$ cat src/rtl/pio_pkg.sv
package pio_pkg;
  localparam int DW = 8;
  localparam int SELW = $clog2(DW);

  typedef enum logic [1:0] {
    OFF_A   = 2'd0,
    OFF_B   = 2'd1,
    OFF_C   = 2'd2,
    OFF_CTL = 2'd3
  } pio_off_e;

  // port C bit positions used by the strobed groups
  localparam int A_REQ = 3;
  localparam int A_STB = 4;
  localparam int A_BF  = 5;
  localparam int B_REQ = 0;
  localparam int B_BF  = 1;
  localparam int B_STB = 2;

  typedef struct packed {
    logic strb_a;  // group A strobed mode
    logic in_a;    // port A input
    logic in_cu;   // port C upper input
    logic strb_b;  // group B strobed mode
    logic in_b;    // port B input
    logic in_cl;   // port C lower input
  } pio_cfg_t;

  localparam pio_cfg_t CFG_RESET = '{strb_a: 1'b0, in_a: 1'b1, in_cu: 1'b1,
                                     strb_b: 1'b0, in_b: 1'b1, in_cl: 1'b1};

  function automatic pio_cfg_t decode_cfg(logic [DW-1:0] w);
    pio_cfg_t c;
    c.strb_a = |w[6:5];
    c.in_a   = w[4];
    c.in_cu  = w[3];
    c.strb_b = w[2];
    c.in_b   = w[1];
    c.in_cl  = w[0];
    return c;
  endfunction

  // bits of port C taken over by strobed groups
  function automatic logic [DW-1:0] owned_mask(pio_cfg_t c);
    logic [DW-1:0] m;
    m = '0;
    if (c.strb_a) begin
      m[A_REQ] = 1'b1; m[A_STB] = 1'b1; m[A_BF] = 1'b1;
    end
    if (c.strb_b) begin
      m[B_REQ] = 1'b1; m[B_STB] = 1'b1; m[B_BF] = 1'b1;
    end
    return m;
  endfunction

  // port C bits driven because they are status outputs
  function automatic logic [DW-1:0] status_drive(pio_cfg_t c);
    logic [DW-1:0] m;
    m = '0;
    if (c.strb_a) begin m[A_REQ] = 1'b1; m[A_BF] = 1'b1; end
    if (c.strb_b) begin m[B_REQ] = 1'b1; m[B_BF] = 1'b1; end
    return m;
  endfunction

  // nibble-wise drive enables of port C in plain use
  function automatic logic [DW-1:0] c_plain_oe(pio_cfg_t c);
    return {{(DW/2){~c.in_cu}}, {(DW/2){~c.in_cl}}};
  endfunction
endpackage

$ cat src/rtl/pio_cfg_reg.sv
module pio_cfg_reg
  import pio_pkg::*;
(
  input  logic          clk,
  input  logic          rst_n,
  input  logic          wr_en,
  input  logic [1:0]    addr,
  input  logic [DW-1:0] wdata,
  input  logic [DW-1:0] c_owned,
  output pio_cfg_t      cfg,
  output logic [DW-1:0] lat_a,
  output logic [DW-1:0] lat_b,
  output logic [DW-1:0] lat_c,
  output logic          mode_wr
);
  logic ctl_wr, bit_wr;

  assign ctl_wr  = wr_en && (addr == OFF_CTL);
  assign mode_wr = ctl_wr && wdata[DW-1];
  assign bit_wr  = ctl_wr && !wdata[DW-1];

  always_ff @(posedge clk) begin
    if (!rst_n) begin
      cfg   <= CFG_RESET;
      lat_a <= '0;
      lat_b <= '0;
      lat_c <= '0;
    end else if (mode_wr) begin
      cfg   <= decode_cfg(wdata);
      lat_a <= '0;
      lat_b <= '0;
      lat_c <= '0;
    end else if (bit_wr) begin
      lat_c[wdata[SELW:1]] <= wdata[0];
    end else if (wr_en) begin
      case (addr)
        OFF_A:   lat_a <= wdata;
        OFF_B:   lat_b <= wdata;
        OFF_C:   lat_c <= (lat_c & c_owned) | (wdata & ~c_owned);
        default: ;
      endcase
    end
  end
endmodule

$ cat src/rtl/pio_strobe_chan.sv
module pio_strobe_chan
  import pio_pkg::*;
(
  input  logic          clk,
  input  logic          rst_n,
  input  logic          en,
  input  logic          clr,
  input  logic          stb_n,
  input  logic          rd_ack,
  input  logic          inte,
  input  logic [DW-1:0] pins,
  output logic [DW-1:0] held,
  output logic          full,
  output logic          req,
  output logic          cap
);
  logic stb_q, req_q, rise;

  assign cap  = en && stb_q && !stb_n;
  assign rise = en && !stb_q && stb_n;
  assign req  = req_q && inte;

  always_ff @(posedge clk) begin
    if (!rst_n) begin
      stb_q <= 1'b1;
      held  <= '0;
      full  <= 1'b0;
      req_q <= 1'b0;
    end else begin
      stb_q <= stb_n;
      if (clr || !en) begin
        full  <= 1'b0;
        req_q <= 1'b0;
      end else if (cap) begin
        held <= pins;
        full <= 1'b1;
      end else if (rd_ack) begin
        full  <= 1'b0;
        req_q <= 1'b0;
      end else if (rise && full && inte) begin
        req_q <= 1'b1;
      end
    end
  end
endmodule

$ cat src/rtl/pio_tri_port.sv
module pio_tri_port
  import pio_pkg::*;
(
  input  logic          clk,
  input  logic          rst_n,
  input  logic [1:0]    addr,
  input  logic          wr_en,
  input  logic          rd_en,
  input  logic [7:0]    wdata,
  output logic [7:0]    rdata,
  input  logic [7:0]    pa_in,
  output logic [7:0]    pa_out,
  output logic [7:0]    pa_oe,
  input  logic [7:0]    pb_in,
  output logic [7:0]    pb_out,
  output logic [7:0]    pb_oe,
  input  logic [7:0]    pc_in,
  output logic [7:0]    pc_out,
  output logic [7:0]    pc_oe
);
  pio_cfg_t      cfg;
  logic [DW-1:0] lat_a, lat_b, lat_c, c_owned, c_stat, c_base;
  logic [DW-1:0] held_a, held_b, rd_c;
  logic          mode_wr, inte_a, inte_b;
  logic          full_a, full_b, req_a, req_b, cap_a, cap_b;
  logic          rd_a, rd_b;

  assign c_owned = owned_mask(cfg);
  assign c_base  = c_plain_oe(cfg);
  assign inte_a  = cfg.strb_a && lat_c[A_STB];
  assign inte_b  = cfg.strb_b && lat_c[B_STB];
  assign rd_a    = rd_en && (addr == OFF_A);
  assign rd_b    = rd_en && (addr == OFF_B);

  pio_cfg_reg u_cfg (
    .clk(clk), .rst_n(rst_n), .wr_en(wr_en), .addr(addr), .wdata(wdata),
    .c_owned(c_owned), .cfg(cfg), .lat_a(lat_a), .lat_b(lat_b),
    .lat_c(lat_c), .mode_wr(mode_wr)
  );

  pio_strobe_chan u_chan_a (
    .clk(clk), .rst_n(rst_n), .en(cfg.strb_a), .clr(mode_wr),
    .stb_n(pc_in[A_STB]), .rd_ack(rd_a), .inte(inte_a), .pins(pa_in),
    .held(held_a), .full(full_a), .req(req_a), .cap(cap_a)
  );

  pio_strobe_chan u_chan_b (
    .clk(clk), .rst_n(rst_n), .en(cfg.strb_b), .clr(mode_wr),
    .stb_n(pc_in[B_STB]), .rd_ack(rd_b), .inte(inte_b), .pins(pb_in),
    .held(held_b), .full(full_b), .req(req_b), .cap(cap_b)
  );

  always_comb begin
    c_stat        = '0;
    c_stat[A_REQ] = req_a;
    c_stat[A_STB] = inte_a;
    c_stat[A_BF]  = full_a;
    c_stat[B_REQ] = req_b;
    c_stat[B_BF]  = full_b;
    c_stat[B_STB] = inte_b;
  end

  assign pa_out = lat_a;
  assign pb_out = lat_b;
  assign pa_oe  = (!cfg.strb_a && !cfg.in_a) ? '1 : '0;
  assign pb_oe  = (!cfg.strb_b && !cfg.in_b) ? '1 : '0;
  assign pc_out = (lat_c & ~c_owned) | (c_stat & c_owned);
  assign pc_oe  = (c_base & ~c_owned) | status_drive(cfg);

  assign rd_c = (c_stat & c_owned) | (lat_c & c_base & ~c_owned)
              | (pc_in & ~c_base & ~c_owned);

  always_comb begin
    case (addr)
      OFF_A:   rdata = cfg.strb_a ? held_a : (cfg.in_a ? pa_in : lat_a);
      OFF_B:   rdata = cfg.strb_b ? held_b : (cfg.in_b ? pb_in : lat_b);
      OFF_C:   rdata = rd_c;
      default: rdata = '0;
    endcase
  end
endmodule

$ cat config.mk
export PLATFORM = sky130hd
export DESIGN_NAME = pio_tri_port
export DESIGN_NICKNAME = d
export VERILOG_FILES = /design/src/rtl/pio_pkg.sv /design/src/rtl/pio_cfg_reg.sv /design/src/rtl/pio_strobe_chan.sv /design/src/rtl/pio_tri_port.sv
export SDC_FILE = /design/constraint.sdc
export NUM_CORES = 1
export LEC_CHECK = 0
export BUFFER_PORTS_ARGS = -buffer_cell sky130_fd_sc_hd__buf_2
export CELL_PAD_IN_SITES_DETAIL_PLACEMENT = 0
export CELL_PAD_IN_SITES_GLOBAL_PLACEMENT = 1
export CORE_UTILIZATION = 40
export CTS_CLUSTER_SIZE = 16
export DETAILED_ROUTE_END_ITERATION = 7
export PLACE_DENSITY = 0.93
export SETUP_SLACK_MARGIN = 0.4
export SLEW_MARGIN = 20
export SYNTH_ARGS = -nofsm -noshare
export SYNTH_HDL_FRONTEND = slang
export SYNTH_SLANG_ARGS = --single-unit
$ cat constraint.sdc
create_clock -name clk -period 3.3 [get_ports clk]
set_input_delay 0.66 -clock clk [delete_from_list [all_inputs] [get_ports clk]]
set_output_delay 0.66 -clock clk [all_outputs]
set_load 0.05 [all_outputs]
==> metrics <==
status=finished clean; H-Tree Depth=2; vias=2,933; ys flop type=dfxtp_1; Tmin final=2.74 ns; Die Width=90.0 um; Rel. slew slack=0.593; final hold slack=0.465 ns; Synth cell types=42; initial core utilization=0.420; CTS Buf Count=5; post-cts repair resize count=0; Post-DP Area=0.00341 mm2; HPWL after detailed placement=6.82 mm; crit path max fanout=14; post-route cell area=0.00353 mm2; area grow syn2layout=13.9%; total power=1.46 mW; grt ovf=0; number of core rows=31; fraction of registers with async set/reset=0; CTS max path bufs=2; Min-Delay Startpoint=u_chan_b.full; Peak VDD IR=0.000259 V; storage element area=0.00104 mm2; Post-Synthesis Cell Area=0.00310 mm2; Routed WL per cell=16.9 um; dpl ws=0.623 ns; FF-to-FF End=u_chan_b.held[6]; core box area=0.00737 mm2; Top Ports=94; # DRC=0; critical path arrival=2.08 ns; top post-synthesis cells by count=dfxtp_1, nand2_1, mux2i_1; Antenna diodes=0; crit path kind=reg2out; most common cell in the synthesized netlist=dfxtp_1; worst setup margin=0.558 ns; DR iter-0 viols=231; RR Startpoint=u_cfg.cfg[2]; drt via density=5.44; skew final=0.00491 ns; Tightest Pin Transition=0.609 ns; Fin. Hold Viols=0; reg-to-reg slack, setup=1.43 ns; post-CTS setup buffer count=0; initial antenna violation count=0; RSZ-0062 raised after global routing=false; top cell type by total area after synthesis=dfxtp_1; max-cap viol count=0; syn avg cell area=7.98 um2; LEAKAGE=1.60 nW; R2R depth=5; area share of the largest cell type after synthesis=0.336; Seq cells post-synth=52; 1st-pass router iterations=5; Filler Cell Count=778; worst min-delay path category=reg2reg; Syn Inst Count=388; antenna-violating nets left=0; Skew-Pair Late Insertion Delay=0.31 ns; Pwr per Cell Area=414 mW/mm2; fin crit share=0.831; number of synthesized flops with an enable pin=0; die height=90.0 um; first-pass GRT wire length=14.4 mm; final number of max-transition violations=0; PortBufs=93; Nets=477; routed wire length=9.09 mm; Worst-path clk slew=0.10 ns; final setup violation count=0; Final Wtd Congestion=0.853; Placed Cells=531; TritonCTS clock tree=yes; Area contributors post-synth=dfxtp_1, mux2i_1, nand2_1; fraction of layout cells with a size suffix above 1=0.252; Critical Path End Type=output port; CTS Sinks=52; setup_tns=0 ns; Post-CTS Hold Buffers=0; Critical Path Start Type=register; area occupied by multi-input gates=0.00173 mm2; Synth Warn #=0; sequential element share of the synthesized area=0.336; vias in the first global route=2,764; Final Util=0.479; Fmax achieved=365 MHz; Global Route Usage Sum=0.225; Worst Hold End=u_chan_b.full; largest net degree at the start of global routing=32; Die ar.=0.00809 mm2; root cell of the clock tree=clkbuf_8; Critical Path RT=2.64 ns; non-filler cells, final=539; hold path cells=2; Mapped Nets=426
[power breakdown]
group	leakage, nW	switching [mW]	total (mW)	internal (mW)
clock network	0.0548	0.225	0.454	0.229
registers	0.422	0.0230	0.667	0.645
logic	1.12	0.239	0.340	0.100
total	1.60	0.487	1.46	0.974
[how the worst max path moves through the flow]
stage                    end          from  slack, ns
floorplan           rdata[0]       addr[1]       0.47
global placement    rdata[0]       addr[0]       0.66
detailed placement  rdata[0]       addr[0]       0.62
CTS                 rdata[6]  u_cfg.cfg[5]       0.55
global route        rdata[0]  u_cfg.cfg[5]       0.45
finish              rdata[6]  u_cfg.cfg[5]       0.56
[area by class of cell]
type                            instances  area share
Clock buffer                            5      0.0195
Clock inverter                          3      0.0131
Inverter                                7     0.00745
Multi-Input combinational cell        277       0.491
Sequential cell                        52       0.295
Tap cell                               99      0.0351
Timing Repair Buffer                   96       0.138
[metal layers]
layer  part of all wire  vias up  global-route usage
li1                   -     1445                   -
met1               0.48     1378               0.309
met2               0.47      100               0.369
met3              0.047       10              0.0398
met4              0.010        0              0.0484
met5                  0        -                   0
[cell families (layout without fill, tap and decap cells)]
group	Yosys count	count (layout)	synth area share
compound gates	111	111	0.227
buf+inv	59	111	0.104
flops	52	52	0.336
mux	37	37	0.123
simple gates	129	129	0.210
[layout by cell type (no fill, tap or decap), types with 2 or more instances in the layout]
cell,count
mux2_1,8
buf_2,93
nand2_1,44
mux2i_1,29
nand3_1,13
o211ai_1,2
a21o_1,2
o22a_1,6
a21oi_1,19
o21a_1,5
buf_4,3
clkbuf_8,5
nand3b_1,4
a211oi_1,11
nand2b_1,7
o21ai_1,18
and3_1,4
nor2_1,25
a21boi_1,17
o22ai_1,7
nor2_2,2
o21ai_0,18
a311oi_1,4
inv_1,6
nor3_1,8
dfxtp_1,52
nor2b_1,12
[worst max-delay path: stages, from the launching register on]
cell	delay [ns]
dfxtp_1	0.58
inv_2	0.27
mux2i_1	0.22
o22a_1	0.23
o22ai_1	0.17
buf_2	0.29
(Power assumes the default switching activity.)
